--- src/rtl/motion_burst_pkg.sv ---
`timescale 1ns/1ps
package motion_burst_pkg;

    typedef enum logic [2:0] {
        ST_IDLE,
        ST_ADDR_GO,
        ST_ADDR_WAIT,
        ST_RD_GO,
        ST_RD_WAIT,
        ST_COMMIT
    } burst_state_t;

    localparam int BYTE_W  = 8;
    localparam int DELTA_W = 2 * BYTE_W;

    // positions of the displacement bytes inside the burst frame
    localparam int POS_X_LO = 2;
    localparam int POS_X_HI = 3;
    localparam int POS_Y_LO = 4;
    localparam int POS_Y_HI = 5;

endpackage

--- src/rtl/irq_fall_sync.sv ---
`timescale 1ns/1ps
module irq_fall_sync #(
    parameter int STAGES = 2
) (
    input  logic clk,
    input  logic rst_n,
    input  logic din,
    output logic fall
);
    // stages 0..STAGES-1 synchronize, stage STAGES holds the previous value
    logic [STAGES:0] chain_q;

    for (genvar s = 0; s <= STAGES; s++) begin : g_stage
        always_ff @(posedge clk or negedge rst_n) begin
            if (!rst_n) begin
                chain_q[s] <= 1'b1;
            end else if (s == 0) begin
                chain_q[s] <= din;
            end else begin
                chain_q[s] <= chain_q[(s == 0) ? 0 : s - 1];
            end
        end
    end

    assign fall = chain_q[STAGES] & ~chain_q[STAGES-1];
endmodule

--- src/rtl/spi_byte_engine.sv ---
`timescale 1ns/1ps
module spi_byte_engine
    import motion_burst_pkg::*;
#(
    parameter int HALF_DIV = 2
) (
    input  logic              clk,
    input  logic              rst_n,
    input  logic              start,
    input  logic [BYTE_W-1:0] tx_byte,
    input  logic              miso,
    output logic              sclk,
    output logic              mosi,
    output logic              done,
    output logic [BYTE_W-1:0] rx_byte
);
    localparam int DIV_W = (HALF_DIV > 1) ? $clog2(HALF_DIV) : 1;
    localparam int BIT_W = $clog2(BYTE_W + 1);
    localparam logic [DIV_W-1:0] DIV_LAST = DIV_W'(HALF_DIV - 1);
    localparam logic [BIT_W-1:0] BIT_FULL = BIT_W'(BYTE_W);

    logic              busy_q;
    logic [DIV_W-1:0]  div_q;
    logic [BIT_W-1:0]  bits_q;
    logic [BYTE_W-1:0] tx_q;

    always_ff @(posedge clk or negedge rst_n) begin
        if (!rst_n) begin
            busy_q  <= 1'b0;
            div_q   <= '0;
            bits_q  <= '0;
            tx_q    <= '0;
            rx_byte <= '0;
            sclk    <= 1'b1;
            mosi    <= 1'b1;
            done    <= 1'b0;
        end else begin
            done <= 1'b0;
            if (start && !busy_q) begin
                // first falling edge launches the MSB
                busy_q <= 1'b1;
                sclk   <= 1'b0;
                mosi   <= tx_byte[BYTE_W-1];
                tx_q   <= {tx_byte[BYTE_W-2:0], 1'b0};
                bits_q <= '0;
                div_q  <= '0;
            end else if (busy_q) begin
                if (div_q == DIV_LAST) begin
                    div_q <= '0;
                    if (!sclk) begin
                        sclk    <= 1'b1;
                        rx_byte <= {rx_byte[BYTE_W-2:0], miso};
                        bits_q  <= bits_q + 1'b1;
                    end else if (bits_q == BIT_FULL) begin
                        busy_q <= 1'b0;
                        done   <= 1'b1;
                    end else begin
                        sclk <= 1'b0;
                        mosi <= tx_q[BYTE_W-1];
                        tx_q <= {tx_q[BYTE_W-2:0], 1'b0};
                    end
                end else begin
                    div_q <= div_q + 1'b1;
                end
            end
        end
    end
endmodule

--- src/rtl/axis_accum.sv ---
`timescale 1ns/1ps
module axis_accum #(
    parameter int ACC_W   = 32,
    parameter int DELTA_W = 16,
    parameter int OUT_W   = 8,
    parameter bit NEGATE  = 1'b0
) (
    input  logic                     clk,
    input  logic                     rst_n,
    input  logic                     add_en,
    input  logic signed [DELTA_W-1:0] delta,
    input  logic                     clear,
    output logic signed [ACC_W-1:0]  acc,
    output logic [OUT_W-1:0]         rep
);
    localparam logic signed [ACC_W-1:0] POS_LIM = ACC_W'((1 << (OUT_W - 1)) - 1);
    localparam logic signed [ACC_W-1:0] NEG_LIM = -POS_LIM;

    logic signed [ACC_W-1:0] delta_ext;
    logic signed [ACC_W-1:0] sat_val;
    logic signed [ACC_W-1:0] out_val;

    assign delta_ext = {{(ACC_W - DELTA_W){delta[DELTA_W-1]}}, delta};

    always_comb begin
        if (acc > POS_LIM)      sat_val = POS_LIM;
        else if (acc < NEG_LIM) sat_val = NEG_LIM;
        else                    sat_val = acc;
        out_val = NEGATE ? -sat_val : sat_val;
    end

    always_ff @(posedge clk or negedge rst_n) begin
        if (!rst_n) begin
            acc <= '0;
            rep <= '0;
        end else begin
            if (clear) begin
                rep <= out_val[OUT_W-1:0];
                acc <= add_en ? delta_ext : '0;
            end else if (add_en) begin
                acc <= acc + delta_ext;
            end
        end
    end
endmodule

--- src/rtl/motion_burst_accum.sv ---
`timescale 1ns/1ps
module motion_burst_accum
    import motion_burst_pkg::*;
#(
    parameter int          HALF_DIV    = 2,
    parameter int          BURST_LEN   = 7,
    parameter int          ACC_W       = 32,
    parameter int          OUT_W       = 8,
    parameter int          SYNC_STAGES = 2,
    parameter logic [7:0]  BURST_CMD   = 8'h50
) (
    input  logic             clk,
    input  logic             rst_n,
    input  logic             irq_n,
    output logic             sclk,
    output logic             cs_n,
    output logic             mosi,
    input  logic             miso,
    input  logic             report_req,
    output logic             report_valid,
    output logic [OUT_W-1:0] rep_x,
    output logic [OUT_W-1:0] rep_y
);
    localparam int IDX_W = $clog2(BURST_LEN);
    localparam logic [IDX_W-1:0] IDX_LAST = IDX_W'(BURST_LEN - 1);
    localparam logic [BYTE_W-1:0] CMD_RD = BURST_CMD & 8'h7F;

    burst_state_t state_q, state_d;
    logic [IDX_W-1:0]  idx_q;
    logic              pend_q;
    logic              irq_fall;
    logic              eng_start, eng_done;
    logic [BYTE_W-1:0] eng_tx, eng_rx;
    logic [BYTE_W-1:0] x_lo_q, x_hi_q, y_lo_q, y_hi_q;
    logic              commit_w;
    logic signed [DELTA_W-1:0] dx_w, dy_w;
    logic signed [ACC_W-1:0]   acc_x_w, acc_y_w;

    irq_fall_sync #(.STAGES(SYNC_STAGES)) u_sync (
        .clk(clk), .rst_n(rst_n), .din(irq_n), .fall(irq_fall)
    );

    spi_byte_engine #(.HALF_DIV(HALF_DIV)) u_eng (
        .clk(clk), .rst_n(rst_n), .start(eng_start), .tx_byte(eng_tx),
        .miso(miso), .sclk(sclk), .mosi(mosi), .done(eng_done), .rx_byte(eng_rx)
    );

    // state register
    always_ff @(posedge clk or negedge rst_n) begin
        if (!rst_n) state_q <= ST_IDLE;
        else        state_q <= state_d;
    end

    // transitions
    always_comb begin
        state_d = state_q;
        unique case (state_q)
            ST_IDLE:      if (pend_q)   state_d = ST_ADDR_GO;
            ST_ADDR_GO:                 state_d = ST_ADDR_WAIT;
            ST_ADDR_WAIT: if (eng_done) state_d = ST_RD_GO;
            ST_RD_GO:                   state_d = ST_RD_WAIT;
            ST_RD_WAIT:   if (eng_done) state_d = (idx_q == IDX_LAST) ? ST_COMMIT : ST_RD_GO;
            ST_COMMIT:                  state_d = ST_IDLE;
            default:                    state_d = ST_IDLE;
        endcase
    end

    // outputs decoded from the state
    always_comb begin
        cs_n      = 1'b0;
        eng_start = 1'b0;
        eng_tx    = '0;
        commit_w  = 1'b0;
        unique case (state_q)
            ST_IDLE:      cs_n = 1'b1;
            ST_ADDR_GO:   begin eng_start = 1'b1; eng_tx = CMD_RD; end
            ST_ADDR_WAIT: ;
            ST_RD_GO:     eng_start = 1'b1;
            ST_RD_WAIT:   ;
            ST_COMMIT:    begin cs_n = 1'b1; commit_w = 1'b1; end
            default:      cs_n = 1'b1;
        endcase
    end

    // pending interrupt, byte index and frame capture
    always_ff @(posedge clk or negedge rst_n) begin
        if (!rst_n) begin
            pend_q <= 1'b0;
            idx_q  <= '0;
            x_lo_q <= '0;
            x_hi_q <= '0;
            y_lo_q <= '0;
            y_hi_q <= '0;
        end else begin
            pend_q <= irq_fall | (pend_q & (state_q != ST_IDLE));
            if (state_q == ST_ADDR_GO) idx_q <= '0;
            if (state_q == ST_RD_WAIT && eng_done) begin
                idx_q <= idx_q + 1'b1;
                if (idx_q == IDX_W'(POS_X_LO)) x_lo_q <= eng_rx;
                if (idx_q == IDX_W'(POS_X_HI)) x_hi_q <= eng_rx;
                if (idx_q == IDX_W'(POS_Y_LO)) y_lo_q <= eng_rx;
                if (idx_q == IDX_W'(POS_Y_HI)) y_hi_q <= eng_rx;
            end
        end
    end

    assign dx_w = {x_hi_q, x_lo_q};
    assign dy_w = {y_hi_q, y_lo_q};

    axis_accum #(.ACC_W(ACC_W), .DELTA_W(DELTA_W), .OUT_W(OUT_W), .NEGATE(1'b1)) u_acc_x (
        .clk(clk), .rst_n(rst_n), .add_en(commit_w), .delta(dx_w),
        .clear(report_req), .acc(acc_x_w), .rep(rep_x)
    );

    axis_accum #(.ACC_W(ACC_W), .DELTA_W(DELTA_W), .OUT_W(OUT_W), .NEGATE(1'b0)) u_acc_y (
        .clk(clk), .rst_n(rst_n), .add_en(commit_w), .delta(dy_w),
        .clear(report_req), .acc(acc_y_w), .rep(rep_y)
    );

    always_ff @(posedge clk or negedge rst_n) begin
        if (!rst_n) report_valid <= 1'b0;
        else        report_valid <= report_req;
    end
endmodule

--- config.mk ---
export PLATFORM = sky130hd
export DESIGN_NAME = motion_burst_accum
export DESIGN_NICKNAME = d
export VERILOG_FILES = /design/src/rtl/motion_burst_pkg.sv /design/src/rtl/irq_fall_sync.sv /design/src/rtl/spi_byte_engine.sv /design/src/rtl/axis_accum.sv /design/src/rtl/motion_burst_accum.sv
export SDC_FILE = /design/constraint.sdc
export NUM_CORES = 1
export LEC_CHECK = 0
export BUFFER_PORTS_ARGS = -buffer_cell sky130_fd_sc_hd__clkbuf_2
export CAP_MARGIN = 15
export CORE_UTILIZATION = 55
export CTS_BUF_LIST = sky130_fd_sc_hd__clkbuf_16
export CTS_CLUSTER_SIZE = 40
export DETAILED_ROUTE_END_ITERATION = 6
export GPL_ROUTABILITY_DRIVEN = 0
export PLACE_DENSITY = 0.72
export SYNTH_ARGS = -nofsm -noshare
export SYNTH_HDL_FRONTEND = slang
export SYNTH_SLANG_ARGS = --single-unit
--- constraint.sdc ---
create_clock -name clk -period 4.7 [get_ports clk]
set_input_delay 0.705 -clock clk [delete_from_list [all_inputs] [get_ports clk]]
set_output_delay 0.705 -clock clk [all_outputs]
set_load 0.02 [all_outputs]
Word-level counts from Yosys, hierarchy flattened. Index checks and enable logic that the tools add are counted.

Add/sub/neg operators: 6. $lt $le $gt $ge: 4. Equality and inequality tests: 16. Mux-type cells: 52. Bitwise operators: 6. Reductions and logical operators: 21.

Operators with widths (count): 2-to-1 mux 32 bit (6); 2-to-1 mux 8 bit (9); adder 32 x 16 -> 32 bit (2); > comparator 32 x 8 -> 1 bit, second input constant (2); less-than comparator 32 x 8 -> 1 bit, second input constant (2); 2-to-1 mux 1 bit (25); 2-to-1 mux 3 bit (6); 2-to-1 mux 4 bit (4); == test 3 bit, second input constant (5); case mux 3 bit (5 select lines) (1); == test 3 x 2 -> 1 bit, second input constant (4); AND reduction 2 bit (5); nonzero test 2 bit (5); negator 8 bit (1); AND reduction 4 bit (2); 2-to-1 mux 7 bit (1); inequality test 2 x 1 -> 1 bit, second input constant (3); AND reduction 3 bit (2); adder 4 x 1 -> 4 bit, second input constant (1); == test 4 bit, second input constant (1); inequality test 2 bit, second input constant (2); OR reduction 4 bit (1); adder 3 x 1 -> 3 bit, second input constant (1); == test 3 x 1 -> 1 bit, second input constant (1); other kinds (9) (13).

Flip-flop bits (word level): 148. Input bits: 5. Output and inout port bits: 20. Word-level logic and storage cells: 128.

Longest topological paths before layout. Gate-level depths: netlist of the first run.

Depth after elaboration: 6. Mapped depth: 13. Depth with buffers taken out: 13.

Modules after synthesis. A second synthesis of the first run with hierarchy kept.

Cells, all modules: 1034. Area, all modules: 9952.0 um^2.

Modules (own cells, without submodules): axis_accum (u_acc_x) (times used 1, cells each 411, area an instance 3477.1 um^2, sequential area each 1001.0 um^2); axis_accum (u_acc_y) (times used 1, cells each 402, area an instance 3472.1 um^2, sequential area each 1001.0 um^2); motion_burst_accum (times used 1, cells each 119, area an instance 1793.0 um^2, sequential area each 1001.0 um^2); spi_byte_engine (times used 1, cells each 98, area an instance 1117.3 um^2, sequential area each 603.1 um^2); irq_fall_sync (times used 1, cells each 4, area an instance 92.6 um^2, sequential area each 78.8 um^2).

Least setup slack after synthesis of the first run. OpenSTA, ideal clock, no wires.

Kind: register -> register. Start point: register u_acc_y.acc[7]. End point: register u_acc_y.acc[24]. Library setup time: 0.129 ns. Arrival: 2.686 ns. Data required time: 4.571 ns. Path slack: 1.885 ns. Cell stages (with the launch flop): 12. Buffers on the path: 0. Period minus slack after synthesis: 2.815 ns. Cell sequence: dfrtp_1 -> ha_1 -> a21o_1 -> a21o_1 -> a21oi_2 -> a2bb2oi_2 -> o21ai_1 -> or4b_4 -> a311o_1 -> a21oi_2 -> xor2_1 -> o21ai_1.

Longest elaborated chain between the ends: 3.

Ends and longest elaborated chain: from (decl) (line axis_accum.sv:13) `output logic signed [ACC_W-1:0] acc,`; from (signal assigned) (line axis_accum.sv:39) `acc <= add_en ? delta_ext : '0;`; from (signal assigned) (line axis_accum.sv:41) `acc <= acc + delta_ext;`; adder 32 x 16 -> 32 bit (line axis_accum.sv:41); 2-to-1 mux 32 bit (line axis_accum.sv:40) `end else if (add_en) begin`; 2-to-1 mux 32 bit (line axis_accum.sv:37) `if (clear) begin`.

Every way passes these cells. The select of a mux whose other input is x is not followed. A chain may end at the register's enable or synchronous reset.

Worst setup path in the final report of the first run.
Start point: register y_hi_q[7]. End point: register u_acc_y.acc[28].

Longest elaborated chain between the ends: 3. Elaborated cells between the ends (all ways): 4. Those cells by class: 1 x add/sub; 3 x mux.

Ends and longest elaborated chain: from (decl) (line motion_burst_accum.sv:34) `logic [BYTE_W-1:0] x_lo_q, x_hi_q, y_lo_q, y_hi_q;`; from (signal assigned) (line motion_burst_accum.sv:102) `if (idx_q == IDX_W'(POS_Y_HI)) y_hi_q <= eng_rx;`; adder 32 x 16 -> 32 bit (line axis_accum.sv:41); 2-to-1 mux 32 bit (line axis_accum.sv:40); 2-to-1 mux 32 bit * (line axis_accum.sv:37).

Mark *: on every way between the ends. The rest lies on a longest branch, timed or not. The select of a mux whose other input is x is not followed.

==> impl_metrics.tcl, run 1 <==
set metrics [dict create \
    async_flop_share 1.00 \
    synth-simple-area-share 0.157 \
    fill_cells 1400 \
    start_util 0.560 \
    layout.nets 1108 \
    critical_path.endpoint_type "flip-flop" \
    hold_buffers 0 \
    ys_warn_count 0 \
    synth_fa_ha_area_frac 0.0990 \
    cts_sinks 143 \
    cts_buffer_depth 2 \
    final_common_cell "dfrtp_1" \
    synth_nets 1099 \
    final_cell_mix "dfrtp_1, o21ai_0, a21oi_1" \
    hp-class "in -> async" \
    internal_power_uw 2320 \
    static-leakage-power_uw 0.00478 \
    seqPwrFrac 0.441 \
    drive_above_1_share 0.115 \
    cp_max_fo 24 \
    diodes 0 \
    fmax_mhz 306 \
    maxCapViolCount 0 \
    synth_top_family_by_area "compound AO/OA/AOI/OAI gates" \
    yosysUniqueCellTypes 68 \
    grt_pass1_wl_um 37600 \
    ys_ff_latch 143 \
    dpl_worst_slack_ns 1.51 \
    crit_top_cell "o21ai_0" \
    p_sw_uw 1160 \
    relSlewSlack 0.426 \
    port_buffers 24 \
    fp-row-count 47 \
    grt_pass1_vias 7448 \
    die_height_um 132 \
    total_power_uw 3470 \
    fin_crit_sh 0.695 \
    tightest_slew_ns 0.861 \
    die-area_mm2 0.0173 \
    status "completed" \
    power_frac_comb 0.154 \
    synth_edf_count 0 \
    cts.htree.levels 4 \
    met2_length_um 10000 \
    syn2layout_area_growth_pct 10.0 \
    rsz0062_at_grt "false" \
    clock_latency_ns 0.44 \
    p_per_area_mw_per_mm2 341 \
    finalHoldViolCount 0 \
    num_io_pins 25 \
    detail_route.wl_per_cell_um 17.5 \
    wl_met1_um 10500 \
    antenna_left 0 \
    critPathArrivalTime_ns 3.62 \
    core_mm2 0.0165 \
    cts_setup_buffers 0 \
    top_layer "met4" \
    synth_mux_area_frac 0.0610 \
    drt-initial-drc-count 491 \
    synth_area_per_cell_um2 9.05 \
    setup_slack_ns 1.43 \
    finClkSkew_ns 0.00748 \
    hpwl_um 15100 \
    synth.yosys.seq_area_share 0.387 \
    slew_viol_final 0 \
    synth_xor_area_frac 0.0511 \
    antenna_found_initial 0 \
    wl_met3_um 957 \
    vias 7744 \
    post_cts_resized 0 \
    swShare 0.333 \
    crit_type "reg -> reg" \
    utilization 0.616 \
    ir_drop_v 0.000392 \
    cts_tree "yes" \
    cts_root_buf "clkbuf_16" \
    cp-start-kind "flip-flop" \
    period_needed_ns 3.27 \
    max_stage_delay_ns 0.91 \
    vias_per_cell 6.13 \
    setup_viol 0 \
    cp_slowest_cell "dfrtp_1" \
    wl_um 22100 \
    cts_buffers 17 \
    syn_area_mm2 0.00925 \
    drc 0 \
    synthCells 1022 \
    required_ns 5.05 \
    path_cells "ha_1 -> a21oi_1 -> o21ai_0 -> a21o_1 -> a21oi_1 -> o21ai_0 -> o311a_1 -> o31ai_1 -> xnor2_1 -> mux2i_1 -> o21ai_0" \
    firstDrtPassIters 5 \
    grt_overflow_total 0 \
    path_clk_slew_ns 0.07 \
    grt_max_degree 75 \
    synth_flop_cell "dfrtp_1" \
    die_w_um 132 \
    track_usage 0.270 \
    tns_ns 0 \
    synth_compound_area_frac 0.213 \
    p_clk_frac 0.404 \
]
[per-stage QoR]
stage | hold slack [ns] | instance area [µm²] | std cells
2_1_floorplan | 0.345 | 9250 | 1022
3_3_place_gp | 0.346 | 9560 | 1232
3_5_place_dp | 0.347 | 9560 | 1232
4_1_cts | 0.307 | 10200 | 1264
5_1_grt | 0.328 | 10200 | 1264
6_report | 0.267 | 10200 | 1264
[power groups by stage]
stage / registers, µW / logic, µW / clock network [µW]
after detailed placement: 1550 / 538 / 0
final: 1530 / 537 / 1400
after floorplan: 1510 / 373 / 0
after CTS: 1530 / 542 / 1430
after global placement: 1550 / 527 / 0
after global routing: 1560 / 604 / 1480
[cell families after synthesis]
kind of cell             after synthesis
AO/OA/AOI/OAI                        323
XOR/XNOR                              54
adder cells (fa/ha/maj)               72
buffers and inverters                 77
flip-flops                           143
multiplexers                          52
AND/OR/NAND/NOR                      301
[path summary, 6_finish.rpt]
| check | slack [ns] | startpoint | cells after the start | endpoint |
|---|---|---|---|---|
| max | 1.43 | y_hi_q[7] | 11 | u_acc_y.acc[28] |
| min | 0.27 | rst_n | 1 | u_acc_x.acc[21] |
| max reg2reg | 1.43 | y_hi_q[7] | 11 | u_acc_y.acc[28] |
| min reg2reg | 0.36 | u_sync.chain_q[0] | 0 | u_sync.chain_q[1] |
| max in group asynchronous | 3.43 | rst_n | 2 | y_hi_q[3] |
| min in group clk | 0.35 | irq_n | 1 | u_sync.chain_q[0] |
[cells in the mapped netlist, types with 4 or more instances]
| cell | n | area share |
|---|---|---|
| ha_1 | 70 | 0.095 |
| nand2b_1 | 8 | 0.0054 |
| o21bai_1 | 6 | 0.0049 |
| nor2_1 | 77 | 0.031 |
| nand2_1 | 74 | 0.030 |
| o21a_1 | 7 | 0.0057 |
| nor2b_1 | 10 | 0.0068 |
| xor2_1 | 20 | 0.019 |
| clkbuf_1 | 36 | 0.015 |
| xnor2_1 | 34 | 0.032 |
| inv_1 | 36 | 0.015 |
| or2_2 | 4 | 0.0027 |
| o31ai_1 | 4 | 0.0032 |
| o21ai_0 | 94 | 0.051 |
| dfrtp_1 | 138 | 0.37 |
| a211oi_1 | 9 | 0.0073 |
| nand4_1 | 19 | 0.013 |
| dfstp_2 | 5 | 0.014 |
| mux2i_1 | 17 | 0.018 |
| nor3_1 | 16 | 0.0087 |
| o211ai_1 | 5 | 0.0041 |
| a31oi_1 | 25 | 0.017 |
| nand3_1 | 49 | 0.027 |
| nor4_1 | 17 | 0.011 |
| o21ai_1 | 5 | 0.0027 |
| a21oi_1 | 93 | 0.050 |
| a21o_1 | 36 | 0.029 |
| mux2_2 | 35 | 0.043 |
| and3_1 | 12 | 0.0081 |
[cell type report]
class / count / area, µm² / share of cell area
clock buffers: 17 / 425 / 0.0418
clock inverters: 15 / 195 / 0.0192
inverters: 36 / 135 / 0.0133
repair buffers: 31 / 179 / 0.0176
multi-input cells: 802 / 5380 / 0.529
well taps: 220 / 275 / 0.0270
flip-flops and latches: 143 / 3580 / 0.352
[state kept, by name, summed over array words and instances, names as in the netlist]
signal and flops:
u_eng.busy_q 1, u_eng.rx_byte 8, u_eng.mosi 1, u_acc_x.acc 32, idx_q 3, u_eng.tx_q 3
u_sync.chain_q 3, u_acc_y.rep 8, pend_q 1, x_hi_q 8, y_lo_q 8, state_q 3
u_eng.div_q 1, report_valid 1, u_eng.sclk 1, u_acc_x.rep 8, u_acc_y.acc 32, u_eng.done 1
x_lo_q 8, y_hi_q 8, u_eng.bits_q 4
[routing by layer]
metal	vias up	track usage
met3	49	0.0521
met5	-	0
met4	0	0.103
met2	191	0.425
met1	3727	0.368
li1	3777	-
[critical path: cells and delay by family (launching register included)]
kind | cells | cell delay (ns)
AO/OA/AOI/OAI | 8 | 1.58
XOR/XNOR | 1 | 0.16
adder cells (fa/ha/maj) | 1 | 0.45
flip-flops | 1 | 0.91
multiplexers | 1 | 0.08
(Power assumes the default switching activity.)
==> run 2: changes to the inputs <==
PLACE_DENSITY = 0.74   (was 0.72)
clock period = 2.93 ns   (was 4.7 ns; I/O delays follow)
==> run 2 against run 1 <==
  * Highest routed layer unchanged
  * The run now ends with DRC left
  * Cell count rose by 5.1%
  * Clock power grew 57%
  * Die area stayed put
==> impl_metrics.tcl, run 2 (synthesized netlist as in run 1, its figures left out) <==
set metrics [dict create \
    cts.htree.levels 4 \
    layout.cells.non_filler 1329 \
    rsz0062_at_grt "true" \
    p_sw_uw 1880 \
    setup_slack_ns 0.0762 \
    fp-row-count 47 \
    drc 2 \
    core_mm2 0.0165 \
    maxCapViolCount 0 \
    cp_max_fo 3 \
    wl_um 23500 \
    drt-initial-drc-count 470 \
    vias_per_cell 6.11 \
    cts_sinks 143 \
    critical_path.endpoint_type "flip-flop" \
    tightest_slew_ns 0.717 \
    slew_viol_final 0 \
    grt_pass1_wl_um 39200 \
    die_w_um 132 \
    path_clk_slew_ns 0.07 \
    syn2layout_area_growth_pct 17.3 \
    final_cell_mix "dfrtp_1, o21ai_0, a21oi_1" \
    dpl_worst_slack_ns -0.0137 \
    layout.nets 1173 \
    max_stage_delay_ns 0.50 \
    required_ns 3.23 \
    crit_type "reg -> reg" \
    power_frac_comb 0.163 \
    cts_tree "yes" \
    p_per_area_mw_per_mm2 512 \
    cts_root_buf "clkbuf_16" \
    violations "DRC" \
    cp_slowest_cell "or4b_4" \
    firstDrtPassIters 7 \
    die-area_mm2 0.0173 \
    drive_above_1_share 0.191 \
    die_height_um 132 \
    cts_buffer_depth 2 \
    grt_overflow_total 0 \
    period_needed_ns 2.85 \
    detail_route.wl_per_cell_um 17.7 \
    ir_drop_v 0.000508 \
    clock_latency_ns 0.44 \
    track_usage 0.282 \
    start_util 0.560 \
    fin_crit_sh 0.974 \
    internal_power_uw 3680 \
    num_io_pins 25 \
    fmax_mhz 350 \
    seqPwrFrac 0.441 \
    cp_num_buf_inv 0 \
    cts_buffers 17 \
    status "complete, but fails checks" \
    grt_max_degree 107 \
    vias 8119 \
    path_cells "ha_1 -> a21o_1 -> a21o_1 -> a21o_1 -> a2bb2oi_2 -> o21ai_2 -> or4b_4 -> a311o_1 -> a21oi_2 -> xor2_1 -> o21ai_1" \
    final_common_cell "dfrtp_1" \
    antenna_left 0 \
    reg_top3 "u_acc_x.acc: 32 flops, u_acc_y.acc: 32 flops" \
    antenna_found_initial 0 \
    path_delay_family "compound AO/OA/AOI/OAI gates" \
    hpwl_um 16400 \
    relSlewSlack 0.521 \
    critPathArrivalTime_ns 3.15 \
    port_buffers 24 \
    hp-class "in -> reg" \
    cp-start-kind "flip-flop" \
    tns_ns 0 \
    crit_top_cell "a21o_1" \
    setup_viol 0 \
    p_clk_frac 0.396 \
    grt_pass1_vias 7878 \
    finalHoldViolCount 0 \
    static-leakage-power_uw 0.00511 \
    diodes 0 \
    place_inst 1289 \
    finClkSkew_ns 0.00979 \
    swShare 0.338 \
]
==> run 2: final cells by class <==
| type | instances | area, µm² |
|---|---|---|
| clock inverters | 15 | 189 |
| inverters | 36 | 135 |
| well taps | 220 | 275 |
| clock buffers | 17 | 425 |
| repair buffers | 96 | 707 |
| flip-flops and latches | 143 | 3590 |
| multi-input cells | 802 | 5540 |
| fillers | 1300 | 5670 |
==> run 2: worst reg2reg max path, delay by kind of cell (launching register included) <==
family | cells | cell delay [ns]
adder cells (fa/ha/maj) | 1 | 0.32
AND/OR/NAND/NOR | 1 | 0.50
flip-flops | 1 | 0.41
XOR/XNOR | 1 | 0.15
AO/OA/AOI/OAI | 8 | 1.35
==> run 2: per-layer routing <==
layer	part of all wire	up-vias	routed length (µm)	GRT usage
met1	0.45	3941	10700	0.382
li1	-	3908	-	-
met4	0.021	0	488	0.0963
met3	0.051	48	1210	0.0459
met2	0.47	222	11100	0.458
met5	0	-	0	0
==> run 2: timing repair <==
item,in CTS,in global routing
hold buffers,1,0
endpoints found under the hold margin,7,0
pin swaps,4,17
endpoints found under the setup margin,5,17
gates resized for setup,5,32
setup buffers,0,7
==> run 2: power groups by stage <==
stage | Clock, µW | Combinational [µW] | Sequential, µW
floorplan | 0 | 599 | 2420
global placement | 0 | 893 | 2480
detailed placement | 0 | 907 | 2480
CTS | 2230 | 913 | 2450
global route | 2310 | 1010 | 2490
finish | 2200 | 907 | 2450
==> run 2: metrics by stage <==
step / hold WS (ns) / instance area, µm² / utilization / total power (µW)
floorplan: 0.144 / 9250 / - / 3010
global placement: 0.347 / 10000 / 0.607 / 3370
detailed placement: 0.347 / 10000 / 0.607 / 3390
CTS: 0.0624 / 10700 / 0.646 / 5590
global route: 0.0586 / 10900 / 0.657 / 5810
finish: 0.0727 / 10900 / 0.657 / 5560
==> run 2: path summary, 6_finish.rpt <==
| kind | from | to | slack (ns) | cells after the start |
|---|---|---|---|---|
| hold reg to reg | u_sync.chain_q[0] | u_sync.chain_q[1] | 0.36 | 0 |
| hold / removal | irq_n | u_sync.chain_q[0] | 0.07 | 1 |
| min in group asynchronous | rst_n | u_acc_x.acc[21] | 0.54 | 2 |
| max in group asynchronous | rst_n | y_lo_q[3] | 1.63 | 3 |
| setup reg to reg | u_acc_y.acc[11] | u_acc_y.acc[24] | 0.08 | 11 |
| setup / recovery | u_acc_y.acc[11] | u_acc_y.acc[24] | 0.08 | 11 |
